==> src/rtl/flash_cmd_pkg.sv <==
package flash_cmd_pkg;

  localparam int CMP_AW = 11;
  localparam int CMP_DW = 8;

  localparam logic [CMP_AW-1:0] A_UNLK1 = 11'h555;
  localparam logic [CMP_AW-1:0] A_UNLK2 = 11'h2AA;
  localparam logic [CMP_AW-1:0] A_PLOCK = 11'h080;

  typedef enum logic [3:0] {
    OP_NONE      = 4'd0,
    OP_PROGRAM   = 4'd1,
    OP_CHIP_ERS  = 4'd2,
    OP_SECT_ERS  = 4'd3,
    OP_LOCKDOWN  = 4'd4,
    OP_SUSPEND   = 4'd5,
    OP_RESUME    = 4'd6,
    OP_ID_ENTER  = 4'd7,
    OP_ID_EXIT   = 4'd8,
    OP_PROT_PGM  = 4'd9,
    OP_PROT_LOCK = 4'd10,
    OP_SP_ENTER  = 4'd11
  } op_e;

  typedef enum logic [2:0] {
    S_IDLE, S_UNL1, S_UNL2, S_PGM, S_PROT, S_ERS0, S_ERS1, S_ERS2
  } seq_e;

  // Decoded view of one bus cycle
  typedef struct packed {
    logic a_unl1;
    logic a_unl2;
    logic a_plock;
    logic d_aa;
    logic d_55;
    logic d_a0;
    logic d_80;
    logic d_90;
    logic d_f0;
    logic d_c0;
    logic d_10;
    logic d_30;
    logic d_60;
    logic d_b0;
    logic keep_bit;
  } cyc_t;

endpackage

==> src/rtl/flash_cmd_match.sv <==
module flash_cmd_match
  import flash_cmd_pkg::*;
#(
  parameter int AW = CMP_AW,
  parameter int DW = CMP_DW
) (
  input  logic [AW-1:0] addr_lo,
  input  logic [DW-1:0] data_lo,
  output cyc_t          cyc
);

  always_comb begin
    cyc.a_unl1   = (addr_lo == A_UNLK1);
    cyc.a_unl2   = (addr_lo == A_UNLK2);
    cyc.a_plock  = (addr_lo == A_PLOCK);
    cyc.d_aa     = (data_lo == 8'hAA);
    cyc.d_55     = (data_lo == 8'h55);
    cyc.d_a0     = (data_lo == 8'hA0);
    cyc.d_80     = (data_lo == 8'h80);
    cyc.d_90     = (data_lo == 8'h90);
    cyc.d_f0     = (data_lo == 8'hF0);
    cyc.d_c0     = (data_lo == 8'hC0);
    cyc.d_10     = (data_lo == 8'h10);
    cyc.d_30     = (data_lo == 8'h30);
    cyc.d_60     = (data_lo == 8'h60);
    cyc.d_b0     = (data_lo == 8'hB0);
    cyc.keep_bit = data_lo[1];
  end

endmodule

==> src/rtl/flash_cmd_seq.sv <==
module flash_cmd_seq
  import flash_cmd_pkg::*;
(
  input  logic clk,
  input  logic rst,
  input  logic stb,
  input  logic busy,
  input  cyc_t cyc,
  output logic nxt_valid,
  output op_e  nxt_op,
  output logic nxt_ign,
  output logic sp_mode
);

  seq_e st, st_n;
  logic sp_n;

  always_comb begin
    st_n      = st;
    sp_n      = sp_mode;
    nxt_valid = 1'b0;
    nxt_op    = OP_NONE;
    nxt_ign   = 1'b0;
    if (stb) begin
      if (busy) begin
        nxt_ign = 1'b1;
      end else if (sp_mode) begin
        nxt_valid = 1'b1;
        nxt_op    = OP_PROGRAM;
      end else begin
        case (st)
          S_IDLE: begin
            if (cyc.d_b0) begin
              nxt_valid = 1'b1;
              nxt_op    = OP_SUSPEND;
            end else if (cyc.d_30) begin
              nxt_valid = 1'b1;
              nxt_op    = OP_RESUME;
            end else if (cyc.d_f0) begin
              nxt_valid = 1'b1;
              nxt_op    = OP_ID_EXIT;
            end else if (cyc.a_unl1 && cyc.d_aa) begin
              st_n = S_UNL1;
            end
          end
          S_UNL1: st_n = (cyc.a_unl2 && cyc.d_55) ? S_UNL2 : S_IDLE;
          S_UNL2: begin
            st_n = S_IDLE;
            if (cyc.a_unl1) begin
              if (cyc.d_a0)      st_n = S_PGM;
              else if (cyc.d_80) st_n = S_ERS0;
              else if (cyc.d_c0) st_n = S_PROT;
              else if (cyc.d_90) begin
                nxt_valid = 1'b1;
                nxt_op    = OP_ID_ENTER;
              end else if (cyc.d_f0) begin
                nxt_valid = 1'b1;
                nxt_op    = OP_ID_EXIT;
              end
            end
          end
          S_PGM: begin
            st_n      = S_IDLE;
            nxt_valid = 1'b1;
            nxt_op    = OP_PROGRAM;
          end
          S_PROT: begin
            st_n = S_IDLE;
            if (cyc.a_plock) begin
              if (!cyc.keep_bit) begin
                nxt_valid = 1'b1;
                nxt_op    = OP_PROT_LOCK;
              end
            end else begin
              nxt_valid = 1'b1;
              nxt_op    = OP_PROT_PGM;
            end
          end
          S_ERS0: st_n = (cyc.a_unl1 && cyc.d_aa) ? S_ERS1 : S_IDLE;
          S_ERS1: st_n = (cyc.a_unl2 && cyc.d_55) ? S_ERS2 : S_IDLE;
          S_ERS2: begin
            st_n = S_IDLE;
            if (cyc.a_unl1 && cyc.d_10) begin
              nxt_valid = 1'b1;
              nxt_op    = OP_CHIP_ERS;
            end else if (cyc.a_unl1 && cyc.d_a0) begin
              nxt_valid = 1'b1;
              nxt_op    = OP_SP_ENTER;
              sp_n      = 1'b1;
            end else if (cyc.d_30) begin
              nxt_valid = 1'b1;
              nxt_op    = OP_SECT_ERS;
            end else if (cyc.d_60) begin
              nxt_valid = 1'b1;
              nxt_op    = OP_LOCKDOWN;
            end
          end
          default: st_n = S_IDLE;
        endcase
      end
    end
  end

  always_ff @(posedge clk) begin
    if (rst) begin
      st      <= S_IDLE;
      sp_mode <= 1'b0;
    end else begin
      st      <= st_n;
      sp_mode <= sp_n;
    end
  end

endmodule

==> src/rtl/flash_cmd_out.sv <==
module flash_cmd_out
  import flash_cmd_pkg::*;
#(
  parameter int ADDR_W  = 20,
  parameter int DATA_W  = 16,
  parameter int PLANE_W = 2
) (
  input  logic               clk,
  input  logic               rst,
  input  logic               nxt_valid,
  input  op_e                nxt_op,
  input  logic               nxt_ign,
  input  logic [ADDR_W-1:0]  addr,
  input  logic [DATA_W-1:0]  data,
  output logic               req_valid,
  output logic [3:0]         req_op,
  output logic [ADDR_W-1:0]  req_addr,
  output logic [DATA_W-1:0]  req_data,
  output logic [PLANE_W-1:0] req_plane,
  output logic               wr_ignored
);

  localparam int PLANE_LSB = ADDR_W - PLANE_W;

  always_ff @(posedge clk) begin
    if (rst) begin
      req_valid  <= 1'b0;
      req_op     <= OP_NONE;
      req_addr   <= '0;
      req_data   <= '0;
      req_plane  <= '0;
      wr_ignored <= 1'b0;
    end else begin
      req_valid  <= nxt_valid;
      req_op     <= nxt_op;
      wr_ignored <= nxt_ign;
      if (nxt_valid) begin
        req_addr  <= addr;
        req_data  <= data;
        req_plane <= addr[PLANE_LSB +: PLANE_W];
      end
    end
  end

endmodule

==> src/rtl/flash_cmd_decoder.sv <==
module flash_cmd_decoder
  import flash_cmd_pkg::*;
#(
  parameter int ADDR_W  = 20,
  parameter int DATA_W  = 16,
  parameter int PLANE_W = 2
) (
  input  logic               clk,
  input  logic               rst,
  input  logic               wr_stb,
  input  logic [ADDR_W-1:0]  wr_addr,
  input  logic [DATA_W-1:0]  wr_data,
  input  logic               engine_pgm_busy,
  output logic               req_valid,
  output logic [3:0]         req_op,
  output logic [ADDR_W-1:0]  req_addr,
  output logic [DATA_W-1:0]  req_data,
  output logic [PLANE_W-1:0] req_plane,
  output logic               wr_ignored,
  output logic               sp_mode
);

  cyc_t cyc;
  logic nxt_valid, nxt_ign;
  op_e  nxt_op;

  flash_cmd_match #(.AW(CMP_AW), .DW(CMP_DW)) match_i (
    .addr_lo (wr_addr[CMP_AW-1:0]),
    .data_lo (wr_data[CMP_DW-1:0]),
    .cyc     (cyc)
  );

  flash_cmd_seq seq_i (
    .clk       (clk),
    .rst       (rst),
    .stb       (wr_stb),
    .busy      (engine_pgm_busy),
    .cyc       (cyc),
    .nxt_valid (nxt_valid),
    .nxt_op    (nxt_op),
    .nxt_ign   (nxt_ign),
    .sp_mode   (sp_mode)
  );

  flash_cmd_out #(.ADDR_W(ADDR_W), .DATA_W(DATA_W), .PLANE_W(PLANE_W)) out_i (
    .clk        (clk),
    .rst        (rst),
    .nxt_valid  (nxt_valid),
    .nxt_op     (nxt_op),
    .nxt_ign    (nxt_ign),
    .addr       (wr_addr),
    .data       (wr_data),
    .req_valid  (req_valid),
    .req_op     (req_op),
    .req_addr   (req_addr),
    .req_data   (req_data),
    .req_plane  (req_plane),
    .wr_ignored (wr_ignored)
  );

endmodule

==> config.mk <==
export PLATFORM = sky130hd
export DESIGN_NAME = flash_cmd_decoder
export DESIGN_NICKNAME = d
export VERILOG_FILES = /design/src/rtl/flash_cmd_pkg.sv /design/src/rtl/flash_cmd_match.sv /design/src/rtl/flash_cmd_seq.sv /design/src/rtl/flash_cmd_out.sv /design/src/rtl/flash_cmd_decoder.sv
export SDC_FILE = /design/constraint.sdc
export NUM_CORES = 1
export LEC_CHECK = 0
export CAP_MARGIN = 20
export CORE_UTILIZATION = 46
export DETAILED_ROUTE_END_ITERATION = 8
export GPL_TIMING_DRIVEN = 0
export PLACE_DENSITY_LB_ADDON = 0.15
export SLEW_MARGIN = 20
export SYNTH_ARGS = -nofsm -noshare
export SYNTH_HDL_FRONTEND = slang
export SYNTH_SLANG_ARGS = --single-unit
==> constraint.sdc <==
create_clock -name clk -period 3.45 [get_ports clk]
set_input_delay 0.69 -clock clk [delete_from_list [all_inputs] [get_ports clk]]
set_output_delay 0.69 -clock clk [all_outputs]
set_load 0.02 [all_outputs]
==> impl_metrics.ini, run 1 <==
[status]
status = finished clean

[floorplan]
num_rows = 26
chipHeight_um = 75.46
die_w_um = 75.46
initial_core_util = 0.4830
ios = 85
die_area_um2 = 5694
core_area_um2 = 5140

[route]
drtIter0Drc = 102
wl_per_cell_um = 13.72
firstDrtPassIters = 4
finalWirelength_mm = 5.901
vias = 2246
drc_errors = 0
vias_per_cell = 5.223
ant_nets = 0

[clock_network]
numCtsBuffers = 5
clk_latency_ns = 0.29
cts_tree = done
cts_root_buf = clkbuf_8
post_cts_buffers = 0
path_clk_slew_ns = 0.08
cts_buffer_depth = 2
cts-resized-gates = 0
cts_sinks = 46
cts_hold_buf = 0
cts_htree_levels = 2

[cells_and_area]
nets = 400
final_util = 0.6745
instances_no_fill = 430
drive_gt1_frac = 0.04444
syn_to_final_growth_pct = 39.67
antenna_cells = 0
register_area_um2 = 920.9
final_area_um2 = 3467
multi_input_area_um2 = 1410
fillers = 456

[timing]
finalHoldViolCount = 0
worstMarginPinSlew_ns = 0.5427
setup_viol_count_final = 0
fmax_mhz = 317.6
holdWs_ns = 0.4732
finalWorstSetupSlack_ns = 0.3016
clock_skew_ns = 0.003436
setup_tns_ns = 0
rsz0062_at_grt = no
slew-limit-headroom = 0.6354
report.final.slew_viol_count = 0
post-route-min-period_ns = 3.148
period_share = 0.9126

[placement]
dp_hpwl_mm = 4.489
placed_cell_area_um2 = 3391
numPortBuffers = 82
dp.cells = 423
place_congestion = 0.8823
place_ws_ns = -0.01102

[yosys]
synth_seq_cells = 46
yosysWarnings = 0
syn_nets = 311
avgSynthCellArea_um2 = 9.160
ys_seq_area_frac = 0.3710
synth_cell_types = 47
synth_edf_count = 0
ys.flop_type = dfxtp_1
async_flop_share = 0
synth_cells = 271
synthesis.area_um2 = 2482

[power_and_ir_drop]
seqPwrFrac = 0.556
clkPwrFrac = 0.322
switchingPower_mw = 0.2170
p_leak_nw = 1.152
p_total_mw = 0.9563
swShare = 0.2269
peakVddDrop_uv = 227.6
pwr-share-comb = 0.122
intPower_mw = 0.7393
power_density_nw_per_um2 = 275.8

[setup_path]
start_kind = input port
reg2reg_depth = 9
reg2reg_to = out_i.req_addr[8]
worst-r2r-setup-slack_ns = 0.95
crit_path_cell_trace = clkdlybuf4s50_1 > nor4_4 > or3b_1 > a2111o_1 > o31a_1 > a21oi_2 > buf_6 > buf_12 > mux2i_1
crit_type = in2reg
cp.arrival_ns = 3.37
crit_path_max_fanout = 10
critical-path-max-stage-delay_ns = 0.56
required_ns = 3.67
crit_slowest_cell = clkdlybuf4s50_1
cp_top_family = buffers and inverters
critPathCaptureType = register
r2r-start = seq_i.st[1]
cp_num_buf_inv = 3

[worst_hold_path]
hold_path_end = out_i.req_data[4]
hp-start = out_i.req_data[4]
hp-class = reg2reg
min_path_cells = 2

[global_route]
grt_usage = 0.2148
grt_pass1_vias = 2054
grt_max_degree = 13
grt_pass1_wl_mm = 9.280
grt_overflow = 0
antenna_found_initial = 0

[run]
maxCapViolations = 0
layer usage:
metal	wire length, µm	track usage	vias up	part of all wire
met3	375	0.04365	7	0.064
met1	2677	0.2659	1054	0.45
met4	70	0.07407	0	0.012
li1	-	-	1107	-
met2	2777	0.3720	78	0.47
met5	0	0	-	0
worst register-to-register path, cell delays in order, from the launching register on:
cell,delay (ns)
dfxtp_1,0.31
clkbuf_1,0.27
nor2b_1,0.33
nand4b_1,0.14
a311o_1,0.39
o31a_1,0.28
a21oi_2,0.15
buf_6,0.20
buf_12,0.17
mux2i_1,0.20
final cells by class:
cell class              count  area share
inverters                   3    0.003248
repair buffers             82      0.2367
flip-flops and latches     46      0.2656
multi-input cells         202      0.4067
plain buffers              20     0.04042
clock buffers               7     0.02201
well taps                  70     0.02526
cell usage after synthesis, types with 2 or more instances:
cell type | count | area share
nand2b_1 | 73 | 0.18
dfxtp_1 | 46 | 0.37
mux2i_1 | 37 | 0.15
clkbuf_1 | 13 | 0.020
nand2_1 | 12 | 0.018
nor2_1 | 9 | 0.014
a21oi_1 | 7 | 0.014
nand3_1 | 5 | 0.010
nor2b_1 | 5 | 0.013
nor3_1 | 5 | 0.010
and3_1 | 4 | 0.010
o21ai_0 | 4 | 0.0081
a31oi_1 | 3 | 0.0076
buf_12 | 3 | 0.024
inv_1 | 3 | 0.0045
nand4_1 | 3 | 0.0076
nor4b_1 | 3 | 0.011
a2111o_1 | 2 | 0.0091
a21boi_0 | 2 | 0.0060
buf_4 | 2 | 0.0060
nand3b_1 | 2 | 0.0060
nor4_1 | 2 | 0.0050
o21bai_1 | 2 | 0.0060
sequential cells by signal, indices dropped and copies added (netlist names):
signal            flops
seq_i.sp_mode         1
out_i.req_plane       1
out_i.req_valid       1
out_i.req_data       16
out_i.wr_ignored      1
out_i.req_addr       19
seq_i.st              3
out_i.req_op          4
cell usage in the layout (no fill, tap or decap), drive strengths merged, types with 2 or more instances in the layout:
cell type | synthesis | layout
nand3b | 2 | 2
nand3 | 5 | 5
mux2i | 37 | 37
buf | 7 | 7
or2b | 2 | 2
a31oi | 3 | 3
a2111o | 2 | 2
nand2b | 73 | 73
nor2b | 5 | 5
dfxtp | 46 | 46
a21oi | 8 | 8
nor2 | 9 | 9
a21boi | 2 | 2
clkbuf | 13 | 20
o21ai | 4 | 4
inv | 3 | 3
nor3 | 5 | 5
clkdlybuf4s50 | 0 | 82
and3 | 4 | 4
nor4 | 3 | 3
o21bai | 2 | 2
nand2 | 12 | 12
nand4 | 3 | 3
nor4b | 3 | 3
power groups by stage:
stage | clock network, mW | registers [mW] | logic (mW)
global placement | 0 | 0.545 | 0.116
finish | 0.308 | 0.532 | 0.116
detailed placement | 0 | 0.545 | 0.116
CTS | 0.319 | 0.532 | 0.117
floorplan | 0 | 0.546 | 0.0493
global route | 0.340 | 0.532 | 0.127
how the worst max path moves through the flow:
| stage | startpoint | endpoint | slack [ns] | depth (start not counted) |
|---|---|---|---|---|
| after CTS | wr_data[1] | out_i.req_addr[14] | 0.30 | 9 |
| after global routing | wr_data[1] | out_i.req_addr[8] | 0.14 | 9 |
| after floorplan | wr_data[3] | out_i.req_addr[0] | 0.79 | 8 |
| after global placement | wr_data[1] | out_i.req_addr[9] | 0.02 | 9 |
| final | wr_data[1] | out_i.req_addr[8] | 0.30 | 9 |
| after detailed placement | wr_data[1] | out_i.req_addr[14] | -0.01 | 9 |
cell families after synthesis:
logic type,share of synthesized area
buf+inv,0.06099
simple gates,0.3296
compound gates,0.08569
xor+xnor,0.003529
flops,0.3710
mux,0.1492
Note: power is estimated with default switching activity, not from simulation.
==> run 2: changes to the inputs <==
--- a/config.mk
+++ b/config.mk
@@ -5,9 +5,9 @@
 export SDC_FILE = /design/constraint.sdc
 export NUM_CORES = 1
 export LEC_CHECK = 0
-export CAP_MARGIN = 20
-export CORE_UTILIZATION = 46
+export CORE_UTILIZATION = 30
 export DETAILED_ROUTE_END_ITERATION = 8
+export GPL_ROUTABILITY_DRIVEN = 0
 export GPL_TIMING_DRIVEN = 0
 export PLACE_DENSITY_LB_ADDON = 0.15
 export SLEW_MARGIN = 20
==> run 2 against run 1 <==
  * Combinational power hardly changed
  * Setup slack better by 0.017 ns
  * Sequential share of layout area is 0.79 points lower
  * Wire length is 8.8% higher
  * Clock skew is 0.0013 ns higher
  * Critical path type unchanged
  * Largest cell class unchanged
  * Largest power group unchanged
  * Highest routed layer unchanged
==> impl_metrics.ini, run 2 (same netlist as run 1, synthesis figures left out) <==
[power_and_ir_drop]
peakVddDrop_uv = 181.7
power_density_nw_per_um2 = 319.7
p_leak_nw = 1.186

[status]
status = finished clean

[cells_and_area]
top_regs = out_i.req_addr: 19 flops, out_i.req_data: 16 flops, out_i.req_op: 4 flops
antenna_cells = 0
drive_gt1_frac = 0.05263
syn_to_final_growth_pct = 43.95
final_util = 0.4554
nets = 400
largest_register = out_i.req_addr
layout_common_cells = clkdlybuf4s50_1 (82), nand2b_1 (73), dfxtp_1 (46)
layout_commonest_cell = clkdlybuf4s50_1
largest_register_ffs = 19

[route]
ant_nets = 0
finalWirelength_mm = 6.420
drc_errors = 0
drtIter0Drc = 118
firstDrtPassIters = 4
wl_per_cell_um = 13.87
vias = 2196
vias_per_cell = 4.743

[floorplan]
core_area_um2 = 7848
num_rows = 32
die_w_um = 92.97
initial_core_util = 0.3163
die_area_um2 = 8642
chipHeight_um = 92.97
ios = 85

[timing]
post-route-min-period_ns = 3.132
setup_tns_ns = 0
period_share = 0.9077
report.final.slew_viol_count = 0
slew-limit-headroom = 0.6405
setup_viol_count_final = 0
finalHoldViolCount = 0
clock_skew_ns = 0.004707
rsz0062_at_grt = no
fmax_mhz = 319.3
worstMarginPinSlew_ns = 0.5317
holdWs_ns = 0.4745

[clock_network]
cts_sinks = 46
cts_hold_buf = 0
numCtsBuffers = 5
cts_tree = done
cts_htree_levels = 2
path_clk_slew_ns = 0.09
cts-resized-gates = 0
post_cts_buffers = 0
cts_root_buf = clkbuf_8
clk_latency_ns = 0.29
cts_buffer_depth = 2

[worst_hold_path]
hp-class = reg2reg

[global_route]
grt_pass1_wl_mm = 10.36
grt_pass1_vias = 2053
grt_overflow = 0
antenna_found_initial = 0
grt_usage = 0.1526
grt_max_degree = 15

[run]
maxCapViolations = 0

[setup_path]
cp.arrival_ns = 3.36
crit_path_cell_trace = clkdlybuf4s50_1 > nor4_4 > or3b_1 > a2111o_1 > o31a_1 > a21oi_2 > buf_6 > buf_12 > mux2i_1
critPathCaptureType = register
start_kind = input port
required_ns = 3.68
critical-path-max-stage-delay_ns = 0.56
crit_path_max_fanout = 10
crit_type = in2reg
crit_slowest_cell = clkdlybuf4s50_1

[placement]
dp_hpwl_mm = 4.771
numPortBuffers = 82
[run 2: cell types whose count changed in the layout (fill, tap and decap cells not counted), sizes merged]
cell	change
bufinv	+2
clkbuf	-1
[run 2: critical path, delay by kind of cell]
family                 cells  cell delay (ns)
muxes                      1             0.18
buffers and inverters      3             0.92
and+or+nand+nor            2             0.82
AOI/OAI and AO/OA          3             0.74
[run 2: where the power goes]
part / leakage [nW] / internal (mW) / total [mW] / switching [mW]
logic: 0.744 / 0.0681 / 0.118 / 0.0503
clock network: 0.0714 / 0.309 / 0.492 / 0.183
registers: 0.371 / 0.532 / 0.532 / 0.000544
[run 2: area by class of cell]
class / instances / area (µm²)
buffer: 20 / 140.1
inverter: 3 / 11.26
clock buffer: 6 / 82.58
multi-input combinational: 202 / 1410
sequential: 46 / 920.9
timing repair buffer: 82 / 820.8
fill: 798 / 4274
clock inverter: 2 / 60.06
tap: 102 / 127.6
[run 2: final timing paths]
| check | endpoint | cells after the start | startpoint | slack, ns |
|---|---|---|---|---|
| worst max-delay path | out_i.req_addr[8] | 9 | wr_data[1] | 0.32 |
| worst min-delay path | out_i.req_addr[10] | 2 | out_i.req_addr[10] | 0.47 |
| worst max register to register | out_i.req_addr[8] | 9 | seq_i.st[1] | 0.96 |
| worst min register to register | out_i.req_addr[10] | 2 | out_i.req_addr[10] | 0.47 |
[run 2: per-layer routing]
metal	GRT usage	routed length (µm)	up-vias
met2	0.2494	2968	63
met4	0.05000	88	0
met1	0.2006	2991	1023
met3	0.02874	372	6
li1	-	-	1104
met5	0	0	-
[run 2: metrics by stage]
stage | cells | area (µm²) | setup slack, ns | total power, mW
after CTS | 463 | 3573 | 0.3044 | 1.163
final | 463 | 3573 | 0.3184 | 1.142
after detailed placement | 455 | 3431 | -0.01304 | 0.6635
after global placement | 455 | 3431 | 0.02010 | 0.6633
after floorplan | 271 | 2482 | 0.7947 | 0.5957
after global routing | 463 | 3573 | 0.1217 | 1.190
